===== src/rtl/energy_tally_pkg.sv =====
package energy_tally_pkg;

    typedef enum logic [1:0] {
        M_IDLE = 2'd0,
        M_TX   = 2'd1,
        M_RX   = 2'd2,
        M_DUP  = 2'd3
    } pmode_e;

    typedef enum logic [2:0] {
        T_CLEAR,
        T_DROP,
        T_ARM_TX,
        T_ARM_RX,
        T_HOLD
    } ptrans_e;

    localparam logic [2:0] OPC_RESET = 3'd0;
    localparam logic [2:0] OPC_ENTX  = 3'd1;
    localparam logic [2:0] OPC_ENRX  = 3'd2;
    localparam logic [2:0] OPC_SEND  = 3'd3;
    localparam logic [2:0] OPC_RECV  = 3'd4;

    // one table row: four buffer-size columns, column 0 in the low byte
    typedef logic [3:0][7:0] cost_row_t;

    function automatic cost_row_t mk_row(input int c2, input int c4, input int c8, input int c16);
        cost_row_t r;
        r[0] = 8'(c2);
        r[1] = 8'(c4);
        r[2] = 8'(c8);
        r[3] = 8'(c16);
        return r;
    endfunction

endpackage


===== src/rtl/mode_tracker.sv =====
module mode_tracker
    import energy_tally_pkg::*;
#(
    parameter int OP_W = 3
) (
    input  logic            clk,
    input  logic            rst_n,
    input  logic            clr,
    input  logic            op_valid,
    input  logic [OP_W-1:0] op_code,
    output pmode_e          mode_q
);

    ptrans_e trans;
    pmode_e  mode_d;

    // transition selection
    always_comb begin
        trans = T_HOLD;
        if (clr) begin
            trans = T_CLEAR;
        end else if (op_valid) begin
            if (op_code == OP_W'(OPC_RESET))     trans = T_DROP;
            else if (op_code == OP_W'(OPC_ENTX)) trans = T_ARM_TX;
            else if (op_code == OP_W'(OPC_ENRX)) trans = T_ARM_RX;
            else                                 trans = T_HOLD;
        end
    end

    // next-state by current state and transition
    always_comb begin
        mode_d = mode_q;
        unique case (mode_q)
            M_IDLE: begin
                if (trans == T_ARM_TX)      mode_d = M_TX;
                else if (trans == T_ARM_RX) mode_d = M_RX;
                else                        mode_d = M_IDLE;
            end
            M_TX: begin
                if (trans == T_CLEAR || trans == T_DROP) mode_d = M_IDLE;
                else if (trans == T_ARM_RX)              mode_d = M_DUP;
                else                                     mode_d = M_TX;
            end
            M_RX: begin
                if (trans == T_CLEAR || trans == T_DROP) mode_d = M_IDLE;
                else if (trans == T_ARM_TX)              mode_d = M_DUP;
                else                                     mode_d = M_RX;
            end
            M_DUP: begin
                if (trans == T_CLEAR || trans == T_DROP) mode_d = M_IDLE;
                else                                     mode_d = M_DUP;
            end
        endcase
    end

    // state register
    always_ff @(posedge clk or negedge rst_n) begin
        if (!rst_n) mode_q <= M_IDLE;
        else        mode_q <= mode_d;
    end

    p_drop_idle_r2: assert property (@(posedge clk) disable iff (!rst_n)
        (op_valid && !clr && op_code == OP_W'(OPC_RESET)) |=> (mode_q == M_IDLE));

    p_arm_tx_r3: assert property (@(posedge clk) disable iff (!rst_n)
        (op_valid && !clr && op_code == OP_W'(OPC_ENTX)) |=> mode_q[0]);

    p_arm_rx_r4: assert property (@(posedge clk) disable iff (!rst_n)
        (op_valid && !clr && op_code == OP_W'(OPC_ENRX)) |=> mode_q[1]);

    p_data_hold_r5: assert property (@(posedge clk) disable iff (!rst_n)
        (op_valid && !clr && (op_code == OP_W'(OPC_SEND) || op_code == OP_W'(OPC_RECV)))
        |=> $stable(mode_q));

    p_clear_idle_r9: assert property (@(posedge clk) disable iff (!rst_n)
        clr |=> (mode_q == M_IDLE));

endmodule


===== src/rtl/cost_rom.sv =====
module cost_rom
    import energy_tally_pkg::*;
#(
    parameter int OP_W   = 3,
    parameter int SZ_W   = 2,
    parameter int COST_W = 8
) (
    input  pmode_e            mode,
    input  logic [OP_W-1:0]   op_code,
    input  logic [SZ_W-1:0]   size_sel,
    output logic [COST_W-1:0] cost
);

    localparam int NCOL = 1 << SZ_W;

    cost_row_t row;

    always_comb begin
        row = '0;
        unique case (mode)
            M_IDLE: begin
                case (op_code)
                    OP_W'(OPC_RESET): row = mk_row(11, 13, 14, 14);
                    OP_W'(OPC_ENTX):  row = mk_row(27, 32, 31, 31);
                    OP_W'(OPC_ENRX):  row = mk_row(17, 18, 19, 18);
                    OP_W'(OPC_SEND):  row = mk_row(17, 19, 19, 20);
                    OP_W'(OPC_RECV):  row = mk_row(14, 15, 17, 18);
                    default:          row = '0;
                endcase
            end
            M_TX: begin
                case (op_code)
                    OP_W'(OPC_RESET): row = mk_row(13, 13, 14, 14);
                    OP_W'(OPC_ENTX):  row = mk_row(23, 23, 22, 24);
                    OP_W'(OPC_ENRX):  row = mk_row(19, 20, 19, 19);
                    OP_W'(OPC_SEND):  row = mk_row(133, 135, 157, 209);
                    OP_W'(OPC_RECV):  row = mk_row(14, 16, 18, 18);
                    default:          row = '0;
                endcase
            end
            M_RX: begin
                case (op_code)
                    OP_W'(OPC_RESET): row = mk_row(13, 14, 15, 15);
                    OP_W'(OPC_ENTX):  row = mk_row(22, 22, 21, 21);
                    OP_W'(OPC_ENRX):  row = mk_row(18, 19, 18, 18);
                    OP_W'(OPC_SEND):  row = mk_row(19, 19, 21, 23);
                    OP_W'(OPC_RECV):  row = mk_row(73, 83, 93, 111);
                    default:          row = '0;
                endcase
            end
            M_DUP: begin
                case (op_code)
                    OP_W'(OPC_RESET): row = mk_row(13, 13, 14, 14);
                    OP_W'(OPC_ENTX):  row = mk_row(21, 22, 21, 21);
                    OP_W'(OPC_ENRX):  row = mk_row(19, 19, 19, 19);
                    OP_W'(OPC_SEND):  row = mk_row(133, 135, 157, 209);
                    OP_W'(OPC_RECV):  row = mk_row(74, 81, 93, 107);
                    default:          row = '0;
                endcase
            end
        endcase
    end

    // column select, one comparator per column
    logic [NCOL-1:0][COST_W-1:0] col_val;
    for (genvar c = 0; c < NCOL; c++) begin : g_col
        if (c < 4) begin : g_real
            assign col_val[c] = COST_W'(row[c]);
        end else begin : g_pad
            assign col_val[c] = '0;
        end
    end

    assign cost = col_val[size_sel];

endmodule


===== src/rtl/sat_accum.sv =====
module sat_accum #(
    parameter int ACC_W  = 32,
    parameter int COST_W = 8
) (
    input  logic             clk,
    input  logic             rst_n,
    input  logic             clr,
    input  logic             add_en,
    input  logic [COST_W-1:0] addend,
    output logic [ACC_W-1:0] acc_q
);

    localparam int SUM_W = ACC_W + 1;

    logic [SUM_W-1:0] sum_wide;
    logic [ACC_W-1:0] acc_d;

    always_comb begin
        sum_wide = {1'b0, acc_q} + SUM_W'(addend);
        if (clr)                acc_d = '0;
        else if (!add_en)       acc_d = acc_q;
        else if (sum_wide[ACC_W]) acc_d = '1;
        else                    acc_d = sum_wide[ACC_W-1:0];
    end

    always_ff @(posedge clk or negedge rst_n) begin
        if (!rst_n) acc_q <= '0;
        else        acc_q <= acc_d;
    end

    p_no_overflow_r8: assert property (@(posedge clk) disable iff (!rst_n)
        !clr |=> (acc_q >= $past(acc_q)));

    p_idle_hold_r7: assert property (@(posedge clk) disable iff (!rst_n)
        (!clr && !add_en) |=> $stable(acc_q));

    p_clear_zero_r9: assert property (@(posedge clk) disable iff (!rst_n)
        clr |=> (acc_q == '0));

endmodule


===== src/rtl/mode_energy_tally.sv =====
module mode_energy_tally
    import energy_tally_pkg::*;
#(
    parameter int ACC_W  = 32,
    parameter int COST_W = 8,
    parameter int OP_W   = 3,
    parameter int SZ_W   = 2
) (
    input  logic             clk,
    input  logic             rst_n,
    input  logic             clr,
    input  logic             op_valid,
    input  logic [OP_W-1:0]  op_code,
    input  logic [SZ_W-1:0]  size_sel,
    output logic [1:0]       mode_o,
    output logic [ACC_W-1:0] energy_o
);

    pmode_e            mode_q;
    logic [COST_W-1:0] cost;

    mode_tracker #(.OP_W(OP_W)) u_fsm (
        .clk      (clk),
        .rst_n    (rst_n),
        .clr      (clr),
        .op_valid (op_valid),
        .op_code  (op_code),
        .mode_q   (mode_q)
    );

    cost_rom #(.OP_W(OP_W), .SZ_W(SZ_W), .COST_W(COST_W)) u_rom (
        .mode     (mode_q),
        .op_code  (op_code),
        .size_sel (size_sel),
        .cost     (cost)
    );

    sat_accum #(.ACC_W(ACC_W), .COST_W(COST_W)) u_acc (
        .clk    (clk),
        .rst_n  (rst_n),
        .clr    (clr),
        .add_en (op_valid),
        .addend (cost),
        .acc_q  (energy_o)
    );

    assign mode_o = mode_q;

    p_undef_inert_r10: assert property (@(posedge clk) disable iff (!rst_n)
        (op_valid && !clr && op_code > OP_W'(OPC_RECV)) |=> ($stable(energy_o) && $stable(mode_o)));

    p_send_tx_cost_r6: assert property (@(posedge clk) disable iff (!rst_n)
        (op_valid && !clr && op_code == OP_W'(OPC_SEND) && mode_o == 2'd1 && size_sel == SZ_W'(3)
         && energy_o < {ACC_W{1'b1}} - ACC_W'(300))
        |=> (energy_o == $past(energy_o) + ACC_W'(209)));

endmodule


===== config.mk =====
export PLATFORM = sky130hd
export DESIGN_NAME = mode_energy_tally
export DESIGN_NICKNAME = d
export VERILOG_FILES = /design/src/rtl/energy_tally_pkg.sv /design/src/rtl/mode_tracker.sv /design/src/rtl/cost_rom.sv /design/src/rtl/sat_accum.sv /design/src/rtl/mode_energy_tally.sv
export SDC_FILE = /design/constraint.sdc
export NUM_CORES = 1
export LEC_CHECK = 0
export ABC_CLOCK_PERIOD_IN_PS = 4900
export BUFFER_PORTS_ARGS = -buffer_cell sky130_fd_sc_hd__buf_2
export CAP_MARGIN = 20
export CORE_ASPECT_RATIO = 1.25
export CORE_UTILIZATION = 55
export DETAILED_ROUTE_END_ITERATION = 8
export PLACE_DENSITY = 0.75
export SYNTH_ARGS = -nofsm -noshare
export SYNTH_HDL_FRONTEND = slang
export SYNTH_SLANG_ARGS = --single-unit

===== constraint.sdc =====
create_clock -name clk -period 4.9 [get_ports clk]
set_clock_uncertainty 0.2 [all_clocks]
set_input_delay 0.245 -clock clk [delete_from_list [all_inputs] [get_ports clk]]
set_output_delay 0.245 -clock clk [all_outputs]
set_load 0.005 [all_outputs]

==> flow_summary_export.csv <==
group,metric,value,unit
timing,max_slew_margin,48.4,%
critical_path,critPathKind,"reg2reg",
grt,grt_pass1_wl,11500,um
die,die_w,65.7,um
cells_and_area,final_cell_mix,"42 x buf_2, 40 x nor2_1, 37 x nand2_1",
critical_path,crit_required,4880,ps
drt,avgRoutedWirePerCell,16.3,um
cts,cts_resized,0,
timing,finalMaxSlewViolations,0,
timing,fin_tns_setup,0,ps
synth,synthArstFlopShare,100,%
drt,wirelength,7090,um
die,core-area,0.00480,mm2
drt,drc,0,
drt,detail-route-antenna-nets,0,
outcome,outcome,"finished clean",
timing,tightest_slew,775,ps
power,leakage,1.41,nW
timing,fin_crit_sh,82.0,%
placement,place_congestion,0.901,
cts,htreeDepth,2,
synth,synth_top_area_share,30.5,%
cells_and_area,fillers,436,
placement,portBuffers,42,
placement,dpl.hpwl,5020,um
die,start_util,58.2,%
timing,hold_violations,0,
die,rows,28,
placement,post-place-cells,429,
timing,rsz0062_at_grt,"false",
synth,postSynthCellCount,349,
grt,overflow,0,
drt,firstDrtPassIters,4,
cts,cts_tree,"done",
synth,netlist-cell-type-count,61,
timing,fin_crit,4020,ps
grt,gr-usage-met3,2.92,%
drt,drtIter0Drc,276,
grt,use_met2,48.5,%
synth,yosys_most_used_dff,"dfrtp_1",
flow_run,max_cap_violations,0,
critical_path,slowest_stage,"dfrtp_1",
synth,synth_area_leaders,"dfrtp_1 30%, nor2_1 5.4%, a21oi_1 5.2%, nand2_1 5.0%, ha_1 3.6%",
grt,antenna_found_initial,0,
synth,ys_warn_count,0,
synth,synth-edff-count,0,
timing,fmax,249,MHz
min_path,min_path_cells,3,
cells_and_area,drive_above_1_share,17.0,%
synth,synth.cell_area,0.00279,mm2
cells_and_area,final_cells,436,
grt,grt_util_met1,34.9,%
cts,cts_buffer_depth,2,
cells_and_area,fin_nets,395,
grt,grt-busiest-layer,"met2",
synth,synthesis.nets,367,
die,die_area,0.00537,mm2
cts,clk_pin_slew_worst_paths,60,ps
critical_path,cp.depth,15,
cts,cts.sinks,34,
power,p_per_area,203,mW/mm2
timing,finalSetupViolCount,0,
synth,synth_top_cell_by_area,"dfrtp_1",
synth,yosysSeqAreaShare,30.5,%
synth,ys_ff_latch,34,
cells_and_area,diodes,0,
cts,insertion_delay,290,ps
critical_path,crit_path_start_kind,"flop",
grt,grt_max_degree,39,
cells_and_area,final_common_cell,"buf_2",
grt,grt_pass1_vias,2392,
min_path,min_path_type,"in2reg",
critical_path,cp_cell_sequence,"or2_2, nand2_1, a22oi_1, o22ai_1, nor2_1, a21oi_1, ha_1, inv_1, fa_1, nand2b_1, a21oi_1, o2111ai_2, buf_4, and3_1, a2111oi_2",
cts,root_buffer,"clkbuf_8",
critical_path,critPathBufInv,2,
grt,grtUsageTotal,28.1,%
drt,num_vias,2736,
drt,vias_per_cell,6.28,
cts,cts_inserted_buffers,5,
critical_path,endpoint_kind,"flop",
power,ir_drop,0.172,mV
critical_path,cp_slowest_stage_delay,600,ps
critical_path,crit_top_cell,"a21oi_1",
critical_path,cp.arrival,4000,ps
synth,syn_area_per_cell,8.00,um2
critical_path,crit_fanout,22,
cts,post_cts_buffers,0,
die,die_height,81.7,um
critical_path,ff2ff_path_depth,15,
cells_and_area,area_delta_synth_final,10.4,%
die,io_pins,43,
critical_path,cp_top_family,"compound AO/OA/AOI/OAI gates",
-- cell usage after synthesis, types with 3 or more instances --
library cell  instances
inv_1                11
xor2_1                3
o21ai_0              13
o211ai_1              3
nor2b_1               3
o31a_1                3
dfrtp_1              34
nand2b_1             11
a21o_1                8
a211oi_1              6
nand2_1              37
buf_1                 4
a311oi_1              9
a21oi_1              29
nor3_1               18
mux2i_1               7
ha_1                  8
clkbuf_1             16
nand3_1              10
and3_1                8
nor2_1               40
or3_1                 3
nand4_1               4
a31oi_1               9
and4_1                6
-- worst paths after layout --
check | slack [ps] | from | endpoint
setup / recovery | 880 | u_fsm.mode_q[1]$_DFF_PN0_ | u_acc.acc_q[9]$_DFFE_PN0P_
hold / removal | 150 | op_code[0] | u_fsm.mode_q[0]$_DFF_PN0_
setup reg to reg | 880 | u_fsm.mode_q[1]$_DFF_PN0_ | u_acc.acc_q[9]$_DFFE_PN0P_
hold reg to reg | 360 | u_acc.acc_q[23]$_DFFE_PN0P_ | u_acc.acc_q[23]$_DFFE_PN0P_
max in group asynchronous | 3630 | rst_n | u_acc.acc_q[7]$_DFFE_PN0P_
min in group asynchronous | 380 | rst_n | u_acc.acc_q[15]$_DFFE_PN0P_
-- through the flow --
stage | utilization, % | setup WS [ps] | cell area (um2) | hold slack, ps | power [mW]
3_3_place_gp | 62.3 | 1040 | 2990 | 150 | 0.421
5_1_grt | 64.2 | 569 | 3080 | 152 | 0.654
4_1_cts | 64.2 | 900 | 3080 | 147 | 0.630
6_report | 64.2 | 881 | 3080 | 148 | 0.624
2_1_floorplan | - | 1490 | 2790 | -251 | 0.388
3_5_place_dp | 62.3 | 909 | 2990 | 171 | 0.423
-- sequential cells by signal, indices dropped and copies added (netlist names) --
| signal | flops |
|---|---|
| u_acc.acc_q | 32 |
| u_fsm.mode_q | 2 |
-- what timing repair did --
item,4_1_cts,5_1_grt
hold buffers,1,0
setup endpoints to repair,0,0
hold endpoints to repair,34,0
-- where the power goes --
group	switching (mW)	leakage (nW)	internal, mW
Combinational	0.0753	0.898	0.0461
Sequential	0.00926	0.468	0.287
Clock	0.0980	0.0431	0.108
-- routing by layer --
metal | vias to the layer above | wire [um] | part of all wire [%]
li1 | 1346 | - | -
met3 | 14 | 186 | 2.6
met5 | - | 0 | 0
met4 | 0 | 179 | 2.5
met2 | 64 | 3670 | 52
met1 | 1312 | 3050 | 43
-- kinds of logic (layout without fill, tap and decap cells) --
| group | Yosys count | count (layout) | synth area share, % |
|---|---|---|---|
| xor+xnor | 5 | 5 | 1.57 |
| simple gates | 157 | 157 | 30.2 |
| mux | 7 | 7 | 2.51 |
| compound gates | 102 | 102 | 25.7 |
| flops | 34 | 34 | 30.5 |
| fa+ha+maj | 10 | 10 | 4.66 |
| buf+inv | 34 | 61 | 4.89 |
-- worst register-to-register path: stages (launching register included) --
cell       delay (ps)
dfrtp_1           600
or2_2             420
nand2_1            70
a22oi_1            80
o22ai_1           150
nor2_1             50
a21oi_1           150
ha_1              190
inv_1              50
fa_1              390
nand2b_1          200
a21oi_1           210
o2111ai_2         340
buf_4             310
and3_1            190
a2111oi_2         310
-- layout make-up --
cell class	instances	area (um2)	share of cell area (%)
multi-input combinational	281	1800	58.5
tap	60	75.1	2.44
clock buffer	6	82.6	2.68
timing repair buffer	44	228	7.39
inverter	11	41.3	1.34
sequential	34	851	27.6
Note: power is estimated with default switching activity, not from simulation.
